### src/rtl/mapper_pkg.sv
package mapper_pkg;
  typedef enum logic [1:0] {
    SD_BOOT     = 2'd0,
    SD_RAM      = 2'd1,
    SD_ROMBASIC = 2'd2,
    SD_RAMBASIC = 2'd3
  } sys_state_t;

  localparam logic [5:0] PORT_HI = 6'h3F;
  localparam logic [1:0] P_WIN    = 2'd0;
  localparam logic [1:0] P_STATE  = 2'd1;
  localparam logic [1:0] P_SWITCH = 2'd2;
  localparam logic [1:0] P_STATUS = 2'd3;

  localparam int FD_RUN_BIT = 7;
  localparam int FD_MS_LO   = 4;
  localparam int FC_REQ_BIT = 1;
  localparam int FC_OVL_LO  = 2;
  localparam int FC_OVL_HI  = 3;
  localparam int FC_SEL_LO  = 4;

  localparam logic [4:0] COM_TOP    = 5'h1F;
  localparam logic [2:0] BANKED_WIN = 3'd6;
endpackage

### src/rtl/mapper_regs.sv
module mapper_regs
  import mapper_pkg::*;
#(
  parameter int SW_W  = 5,
  parameter int IRQ_W = 3
) (
  input  logic             clk,
  input  logic             rst,
  input  logic [7:0]       io_lo,
  input  logic [7:0]       wdata,
  input  logic             iorq,
  input  logic             rd,
  input  logic             wr,
  input  logic             sub_ready,
  input  logic             sub_ack,
  input  logic [IRQ_W-1:0] irq,
  input  logic [SW_W-1:0]  sw,
  output logic [7:0]       rdata,
  output logic             port_sel,
  output logic [7:0]       fc_q,
  output logic [7:0]       fd_q
);
  logic             hit;
  logic             rdy_s, ack_s;
  logic [IRQ_W-1:0] irq_s;
  logic [7:0]       sw_byte, stat_byte, rd_mux;

  assign hit = iorq && (io_lo[7:2] == PORT_HI);

  always_comb begin
    sw_byte = '0;
    sw_byte[SW_W-1:0] = sw;
    stat_byte = '0;
    stat_byte[7] = rdy_s;
    stat_byte[6] = ack_s;
    stat_byte[IRQ_W-1:0] = irq_s;
    case (io_lo[1:0])
      P_WIN:    rd_mux = fc_q;
      P_STATE:  rd_mux = fd_q;
      P_SWITCH: rd_mux = sw_byte;
      default:  rd_mux = stat_byte;
    endcase
  end

  always_ff @(posedge clk) begin
    if (rst) begin
      rdy_s    <= 1'b0;
      ack_s    <= 1'b0;
      irq_s    <= '0;
      fc_q     <= '0;
      fd_q     <= '0;
      rdata    <= '0;
      port_sel <= 1'b0;
    end else begin
      rdy_s    <= sub_ready;
      ack_s    <= sub_ack;
      irq_s    <= irq;
      port_sel <= hit && (rd || wr);
      if (hit && wr) begin
        if (io_lo[1:0] == P_WIN)   fc_q <= wdata;
        if (io_lo[1:0] == P_STATE) fd_q <= wdata;
      end
      rdata <= (hit && rd) ? rd_mux : 8'h00;
    end
  end
endmodule

### src/rtl/mapper_decode.sv
module mapper_decode
  import mapper_pkg::*;
#(
  parameter int N_BLK  = 4,
  parameter int N_ROM  = 4,
  parameter int N_SLOT = 4,
  parameter int BANK_W = 4,
  parameter int SEL_W  = 3
) (
  input  logic              clk,
  input  logic              rst,
  input  logic [4:0]        a_top,
  input  logic              a13,
  input  logic              mreq,
  input  sys_state_t        state,
  input  logic [BANK_W-1:0] bank_hi,
  input  logic [SEL_W-1:0]  win_sel,
  input  logic              ovl_lo,
  input  logic              ovl_hi,
  output logic [2:0]        dram_ar,
  output logic [N_BLK-1:0]  ras_en,
  output logic              rom_ipl,
  output logic [N_ROM-1:0]  rom_basic,
  output logic [N_SLOT-1:0] rom_slot,
  output logic              com_sel
);
  localparam int BLK_IW  = $clog2(N_BLK);
  localparam int SUB_W   = BANK_W - BLK_IW;
  localparam int ROM_IW  = $clog2(N_ROM);
  localparam int SLOT_IW = $clog2(N_SLOT);

  logic [2:0]        win;
  logic [2:0]        nx_ar;
  logic              blk_on, nx_ipl, basic_on, slot_on, nx_com, covered;
  logic [BLK_IW-1:0] blk_idx;
  logic [N_BLK-1:0]  ras_nx;
  logic [N_ROM-1:0]  basic_nx;
  logic [N_SLOT-1:0] slot_nx;

  assign win = a_top[4:2];
  assign covered = (state != SD_RAM) &&
                   ((ovl_lo && win[2:1] == 2'b01) || (ovl_hi && win[2:1] == 2'b10));

  always_comb begin
    nx_ar    = '0;
    blk_on   = 1'b0;
    blk_idx  = '0;
    nx_ipl   = 1'b0;
    basic_on = 1'b0;
    slot_on  = 1'b0;
    nx_com   = 1'b0;
    if (mreq) begin
      if (a_top == COM_TOP) begin
        nx_com = 1'b1;
      end else if (win >= BANKED_WIN) begin
        blk_on  = 1'b1;
        blk_idx = bank_hi[BANK_W-1 -: BLK_IW];
        nx_ar   = {bank_hi[SUB_W-1:0], a13};
      end else if (win == 3'd0 && state == SD_BOOT) begin
        nx_ipl = 1'b1;
      end else if (win == 3'd1 && state == SD_ROMBASIC && !win_sel[SEL_W-1]) begin
        basic_on = 1'b1;
      end else if (win == 3'd1 && win_sel[SEL_W-1] &&
                   (state == SD_ROMBASIC || state == SD_RAMBASIC)) begin
        slot_on = 1'b1;
      end else if (!covered) begin
        blk_on = 1'b1;
        nx_ar  = win;
      end
    end
  end

  for (genvar g = 0; g < N_BLK; g++) begin : g_blk
    assign ras_nx[g] = blk_on && (blk_idx == BLK_IW'(g));
  end
  for (genvar g = 0; g < N_ROM; g++) begin : g_rom
    assign basic_nx[g] = basic_on && (win_sel[ROM_IW-1:0] == ROM_IW'(g));
  end
  for (genvar g = 0; g < N_SLOT; g++) begin : g_slot
    assign slot_nx[g] = slot_on && (win_sel[SLOT_IW-1:0] == SLOT_IW'(g));
  end

  always_ff @(posedge clk) begin
    if (rst) begin
      dram_ar   <= '0;
      ras_en    <= '0;
      rom_ipl   <= 1'b0;
      rom_basic <= '0;
      rom_slot  <= '0;
      com_sel   <= 1'b0;
    end else begin
      dram_ar   <= nx_ar;
      ras_en    <= ras_nx;
      rom_ipl   <= nx_ipl;
      rom_basic <= basic_nx;
      rom_slot  <= slot_nx;
      com_sel   <= nx_com;
    end
  end
endmodule

### src/rtl/mapper_cycle.sv
module mapper_cycle (
  input  logic clk,
  input  logic rst,
  input  logic mreq,
  input  logic m1,
  output logic wait_drive,
  output logic row_phase
);
  logic fetch, fetch_seen, acc_q;

  assign fetch = m1 && mreq;

  always_ff @(posedge clk) begin
    if (rst) begin
      fetch_seen <= 1'b0;
      wait_drive <= 1'b0;
      acc_q      <= 1'b0;
      row_phase  <= 1'b1;
    end else begin
      wait_drive <= fetch && !fetch_seen;
      fetch_seen <= fetch;
      acc_q      <= mreq;
      row_phase  <= !(mreq && acc_q);
    end
  end
endmodule

### src/rtl/bank_mapper.sv
module bank_mapper
  import mapper_pkg::*;
#(
  parameter int N_BLK  = 4,
  parameter int N_ROM  = 4,
  parameter int N_SLOT = 4,
  parameter int SW_W   = 5,
  parameter int IRQ_W  = 3
) (
  input  logic              clk,
  input  logic              rst,
  input  logic [15:0]       cpu_addr,
  input  logic [7:0]        cpu_wdata,
  input  logic              mreq,
  input  logic              iorq,
  input  logic              rd,
  input  logic              wr,
  input  logic              m1,
  input  logic              sub_ready,
  input  logic              sub_ack,
  input  logic [IRQ_W-1:0]  irq_stat,
  input  logic [SW_W-1:0]   sw_assign,
  output logic [7:0]        cpu_rdata,
  output logic              port_sel,
  output logic              sub_rst,
  output logic              sub_req,
  output logic [2:0]        dram_ar,
  output logic [N_BLK-1:0]  ras_en,
  output logic              rom_ipl,
  output logic [N_ROM-1:0]  rom_basic,
  output logic [N_SLOT-1:0] rom_slot,
  output logic              com_sel,
  output logic              row_phase,
  output logic              wait_drive
);
  logic [7:0] fc_q, fd_q;
  sys_state_t state;
  logic       unused_bits;

  assign state       = sys_state_t'(fd_q[FD_MS_LO +: 2]);
  assign sub_rst     = !fd_q[FD_RUN_BIT];
  assign sub_req     = fc_q[FC_REQ_BIT];
  assign unused_bits = ^{cpu_addr[12], cpu_addr[10:8], fd_q[6], fc_q[7], fc_q[0]};

  mapper_regs #(.SW_W(SW_W), .IRQ_W(IRQ_W)) u_regs (
    .clk(clk), .rst(rst), .io_lo(cpu_addr[7:0]), .wdata(cpu_wdata),
    .iorq(iorq), .rd(rd), .wr(wr), .sub_ready(sub_ready), .sub_ack(sub_ack),
    .irq(irq_stat), .sw(sw_assign), .rdata(cpu_rdata), .port_sel(port_sel),
    .fc_q(fc_q), .fd_q(fd_q)
  );

  mapper_decode #(.N_BLK(N_BLK), .N_ROM(N_ROM), .N_SLOT(N_SLOT), .BANK_W(4), .SEL_W(3)) u_dec (
    .clk(clk), .rst(rst), .a_top(cpu_addr[15:11]), .a13(cpu_addr[13]), .mreq(mreq),
    .state(state), .bank_hi(fd_q[3:0]), .win_sel(fc_q[FC_SEL_LO +: 3]),
    .ovl_lo(fc_q[FC_OVL_LO]), .ovl_hi(fc_q[FC_OVL_HI]),
    .dram_ar(dram_ar), .ras_en(ras_en), .rom_ipl(rom_ipl), .rom_basic(rom_basic),
    .rom_slot(rom_slot), .com_sel(com_sel)
  );

  mapper_cycle u_cyc (
    .clk(clk), .rst(rst), .mreq(mreq), .m1(m1),
    .wait_drive(wait_drive), .row_phase(row_phase)
  );
endmodule

### config.mk
export PLATFORM = sky130hd
export DESIGN_NAME = bank_mapper
export DESIGN_NICKNAME = d
export VERILOG_FILES = /design/src/rtl/mapper_pkg.sv /design/src/rtl/mapper_regs.sv /design/src/rtl/mapper_decode.sv /design/src/rtl/mapper_cycle.sv /design/src/rtl/bank_mapper.sv
export SDC_FILE = /design/constraint.sdc
export NUM_CORES = 1
export LEC_CHECK = 0
export BUFFER_PORTS_ARGS = -buffer_cell sky130_fd_sc_hd__buf_2
export CAP_MARGIN = 20
export CORE_ASPECT_RATIO = 1.4
export CORE_MARGIN = 10
export CORE_UTILIZATION = 50
export CTS_BUF_LIST = sky130_fd_sc_hd__clkbuf_8
export CTS_CLUSTER_DIAMETER = 60
export CTS_CLUSTER_SIZE = 10
export DETAILED_ROUTE_END_ITERATION = 10
export GPL_TIMING_DRIVEN = 1
export PLACE_DENSITY_LB_ADDON = 0.2
export SYNTH_ARGS = -nofsm -noshare
export SYNTH_HDL_FRONTEND = slang
export SYNTH_SLANG_ARGS = --single-unit
### constraint.sdc
create_clock -name clk -period 1.5 [get_ports clk]
set_input_delay 0.3 -clock clk [delete_from_list [all_inputs] [get_ports clk]]
set_output_delay 0.3 -clock clk [all_outputs]
set_load 0.02 [all_outputs]
== Yosys cells after proc, flatten, opt, wreduce, memory -nomap -nowiden ==
Cells that the tools add are included.
W data, S select, Z words.
Word-level totals
  bits in registers: 51
  input port bits: 41
  output and inout port bits: 30
Cells by class
  order comparisons: 1
  equality and inequality tests: 16
  mux-type cells: 29
  bitwise gates (word level): 2
  reductions and logical operators: 45
Operator list (number)
  $logic_and A1 B1 Y1: 27
  $pmux W8 S3: 1
  $mux W1: 20
  $eq A2 B2 Y1 const B: 8
  $mux W3: 5
  $eq A2 B1 Y1 const B: 4
  $logic_not A2 Y1: 4
  $eq A6 B6 Y1 const B: 1
  $mux W2: 3
  $eq A5 B5 Y1 const B: 1
  $logic_not A1 Y1: 4
  $reduce_and A2 Y1: 2
  $reduce_or A2 Y1: 2
  $reduce_or A4 Y1: 1
  $eq A3 B1 Y1 const B: 1
  $ge A3 B3 Y1 const B: 1
  $logic_not A3 Y1: 1
  $logic_or A1 B1 Y1: 3
  $reduce_or A3 Y1: 1
  $ne A2 B1 Y1 const B: 1
  $not A1 Y1: 2

== Logic depth before layout (Yosys ltp) ==
  depth after elaboration: 12
  gate-level depth with buffers: 5
  gate-level depth less buffers: 4

== By module ==
A second synthesis with hierarchy kept.
Second synthesis, totals
  cell total of the unflattened synthesis: 189
  area, all modules: 2058.2 um^2
By module, submodules not included
  mapper_regs: instances 1, cells each 114, area an instance 1290.0 um^2, seq. area each 600.6 um^2
  mapper_decode: instances 1, cells each 66, area an instance 645.6 um^2, seq. area each 340.3 um^2
  mapper_cycle: instances 1, cells each 8, area an instance 118.9 um^2, seq. area each 80.1 um^2
  bank_mapper: instances 1, cells each 1, area an instance 3.8 um^2, seq. area each 0.0 um^2

== Least setup slack after synthesis ==
OpenSTA, ideal clock, no wires.
  kind: input-to-reg
  start: input port iorq
  end: register u_regs.fc_q[1]
  setup time: 128 ps
  arrival: 1240 ps
  required time: 1372 ps
  setup slack: 133 ps
  stages: 4
  path buffers: 0
  path through: nand4_2 -> nor4_4 -> mux2i_1 -> nor2_1
Between the ends
  cells in the longest elaborated chain, start to end: 3
Ends and longest elaborated chain
  start: declaration: line bank_mapper.sv:15  | input logic iorq,
  $logic_and A1 B1 Y1: line mapper_regs.sv:28  | assign hit = iorq && (io_lo[7:2] == PORT_HI);
  $logic_and A1 B1 Y1: line mapper_regs.sv:59  | if (hit && wr) begin
  $reduce_and A2 Y1 (no source line)
  end signal: assignment: line mapper_regs.sv:60  | if (io_lo[1:0] == P_WIN) fc_q <= wdata;
  end: declaration: line mapper_regs.sv:20  | output logic [7:0] fc_q,
Every way passes these cells.
A chain may end at the register's enable or synchronous reset.

== Worst setup path after layout ==
  start: register u_regs.fd_q[4]
  end: register u_dec.rom_basic[0]
Between the ends
  cells in the longest elaborated chain, start to end: 9
  elaborated cells between the ends (all ways): 11
Ends and longest elaborated chain
  start: declaration: line mapper_regs.sv:21  | output logic [7:0] fd_q
  start signal: assignment: line mapper_regs.sv:61  | if (io_lo[1:0] == P_STATE) fd_q <= wdata;
  $eq A2 B2 Y1: line mapper_decode.sv:61  | end else if (win == 3'd1 && state == SD_ROMBASIC && !win_sel[SEL_W-1]) begin
  $logic_and A1 B1 Y1 (2 in a row): line mapper_decode.sv:61
  $mux W1: line mapper_decode.sv:61
  $mux W1 (*): line mapper_decode.sv:59  | end else if (win == 3'd0 && state == SD_BOOT) begin
  $mux W1 (*): line mapper_decode.sv:55  | end else if (win >= BANKED_WIN) begin
  $mux W1 (*): line mapper_decode.sv:53  | if (a_top == COM_TOP) begin
  $mux W1 (*): line mapper_decode.sv:52  | if (mreq) begin
  $logic_and A1 B1 Y1 (*): line mapper_decode.sv:77  | assign basic_nx[g] = basic_on && (win_sel[ROM_IW-1:0] == ROM_IW'(g));
  end signal: assignment: line mapper_decode.sv:95  | rom_basic <= basic_nx;
  end: declaration: line mapper_decode.sv:23  | output logic [N_ROM-1:0] rom_basic,
Mark *: on every way between the ends. The rest lies on a longest branch, timed or not.

==> results.yml <==
outcome:
  status: "finished clean"
cts:
  root_buffer: "clkbuf_8"
  clock-sinks: 51
  tritoncts: "done"
  cts_hold_buf: 0
  cts.path.max_buffers: 2
  clkSlewWorstSetupHoldPaths_ns: 0.09
  cts_resized: 0
  numCtsBuffers: 5
  postCtsSetupBuffers: 0
  cts_max_level: 2
  clock_latency_ns: 0.30
finish:
  layout_commonest_cell: "buf_2"
  layout_common_cells: "67 x buf_2, 51 x dfxtp_1, 34 x nor2_1, 18 x mux2i_1, 9 x buf_4"
  fin_nets: 296
  num_antenna_cells: 0
  drive_gt1_frac: 0.352
  area_delta_synth_final_pct: 29.0
pwr:
  p_leak_nw: 1.07
  peakVddDrop_uv: 733
  powerDensity_nw_per_um2: 1030
floorplanning:
  die-area_um2: 6580
  die_w_um: 71.5
  core_area_um2: 3610
  io_pins: 71
  fp.dieH_um: 92.1
  row_count: 26
  start_util: 0.514
timing:
  hold_viol: 0
  worst_pin_slew_ns: 0.320
  period_share: 0.797
  fin_skew_ns: 0.00445
  period_needed_ns: 1.20
  max-slew-margin-rel: 0.785
  finalSetupViolations: 0
  setup_tns_ns: 0
  fmax_ghz: 0.836
  fin_ws_ns: 0.304
  slew_viol_final: 0
  rsz0062_at_grt: "false"
synthesis:
  synth.distinct_cells: 33
  synth_area_um2: 1860
  synthArstFlopShare: 0
  synth_top_area_share: 0.550
  synth-main-ff-cell: "dfxtp_1"
  syn-instance-count: 179
  synth-edff-count: 0
  synth_nets: 220
  yosys_register_bits: 51
  syn_avg_cell_area_um2: 10.4
  seq_area_frac_synth: 0.550
  synth_top_area_cell: "dfxtp_1"
  synth_warnings: 0
  yosys-top-cells-area: "dfxtp_1 55%, mux2i_1 9.7%, nor2_1 6.9%, mux4_2 3.6%, nor2b_1 2.4%"
flow_run:
  maxCapViolations: 0
worst_hold_path:
  min_path_type: "primary input to flop"
  holdPathStages: 2
routing:
  drc: 0
  dr.pass1.iters: 4
  post_drt_wl_per_cell_um: 13.9
  antenna_left: 0
  routed_wl_mm: 4.14
  via_per_inst: 5.03
  drt_iter0_markers: 57
  via_count: 1498
critical_path:
  crit_path_start_kind: "flop"
  critPathRequiredTime_ns: 1.72
  timing_worst_setup_path_type: "flop to flop"
  worstPathArrival_ns: 1.41
  endpoint_kind: "flop"
  worstPathMaxFanout: 4
  rr_worst_depth: 3
placement:
  io_buffers: 67
  gp_congestion: 0.733
  hpwl_mm: 3.31
  place_ws_ns: 0.00474
grt:
  antenna_found_initial: 0
  grt_max_degree: 17
  grt_first_pass_wirelength_mm: 6.64
  grt_usage: 0.122
  grt_overflow: 0
  grt_pass1_vias: 1443
worst max-delay path, stage by stage (launching register included):
cell      delay, ns
dfxtp_1        0.35
nor3_1         0.32
nand4b_1       0.24
nor4_1         0.20
final cells by class:
class                   instances  area (um^2)
well taps                      42         52.6
fillers                       315         1220
flip-flops and latches         51         1020
repair buffers                 76          403
inverters                       4         15.0
clock inverters                 3         42.5
multi-input cells             117          791
clock buffers                   5         68.8
metrics by stage:
step | util | cell area [um^2] | hold WS [ns] | cells | power (mW)
CTS | 0.663 | 2390 | 0.202 | 298 | 2.49
global placement | 0.632 | 2280 | 0.346 | 290 | 1.57
global route | 0.663 | 2390 | 0.205 | 298 | 2.56
floorplan | - | 1860 | 0.343 | 179 | 1.48
finish | 0.663 | 2390 | 0.204 | 298 | 2.47
detailed placement | 0.632 | 2280 | 0.356 | 290 | 1.57
per-layer routing:
metal	vias up	global-route usage	part of all wire
met5	-	0	0
met4	0	0.0583	0.018
met3	7	0.0442	0.073
met2	49	0.209	0.49
met1	675	0.128	0.42
li1	767	-	-
sequential cells by signal, summed over array words and instances (netlist names):
| register | cells |
|---|---|
| u_cyc.wait_drive | 1 |
| u_regs.rdata | 8 |
| u_dec.rom_ipl | 1 |
| u_cyc.fetch_seen | 1 |
| u_regs.rdy_s | 1 |
| u_regs.port_sel | 1 |
| u_dec.com_sel | 1 |
| u_cyc.row_phase | 1 |
| u_regs.fd_q | 8 |
| u_dec.ras_en | 4 |
| u_dec.rom_basic | 4 |
| u_dec.dram_ar | 3 |
| u_regs.irq_s | 3 |
| u_regs.ack_s | 1 |
| u_cyc.acc_q | 1 |
| u_dec.rom_slot | 4 |
| u_regs.fc_q | 8 |
worst paths after layout:
check | start | endpoint | slack, ns
max | u_regs.fd_q[4] | u_dec.rom_basic[0] | 0.30
min | sub_ready | u_regs.rdy_s | 0.20
max reg2reg | u_regs.fd_q[4] | u_dec.rom_basic[0] | 0.30
min reg2reg | u_cyc.acc_q | u_cyc.row_phase | 0.37
report_power, final:
part	total, mW	internal (mW)	switching (mW)
logic	0.161	0.0785	0.0824
clock network	0.937	0.497	0.439
registers	1.37	1.37	0.00359
total	2.47	1.94	0.525
logic make-up after synthesis:
kind of cell	Yosys count	share of synthesized area
mux	22	0.140
simple gates	82	0.239
flops	51	0.550
buf+inv	11	0.0270
xor+xnor	1	0.00472
compound gates	12	0.0398
cell usage after synthesis (all sizes together), types with 2 or more instances:
| master | instances |
|---|---|
| nand3b | 2 |
| and3b | 3 |
| nor4b | 2 |
| dfxtp | 51 |
| a21oi | 2 |
| and2 | 2 |
| nor4 | 3 |
| o21ai | 4 |
| nand2 | 8 |
| nor3 | 5 |
| a22oi | 2 |
| nor2b | 7 |
| nand2b | 4 |
| nand4 | 3 |
| and3 | 5 |
| inv | 4 |
| nand4b | 2 |
| mux4 | 3 |
| clkbuf | 4 |
| mux2i | 18 |
| nor2 | 34 |
| buf | 3 |
No activity file was read; power rests on OpenSTA's default activity.
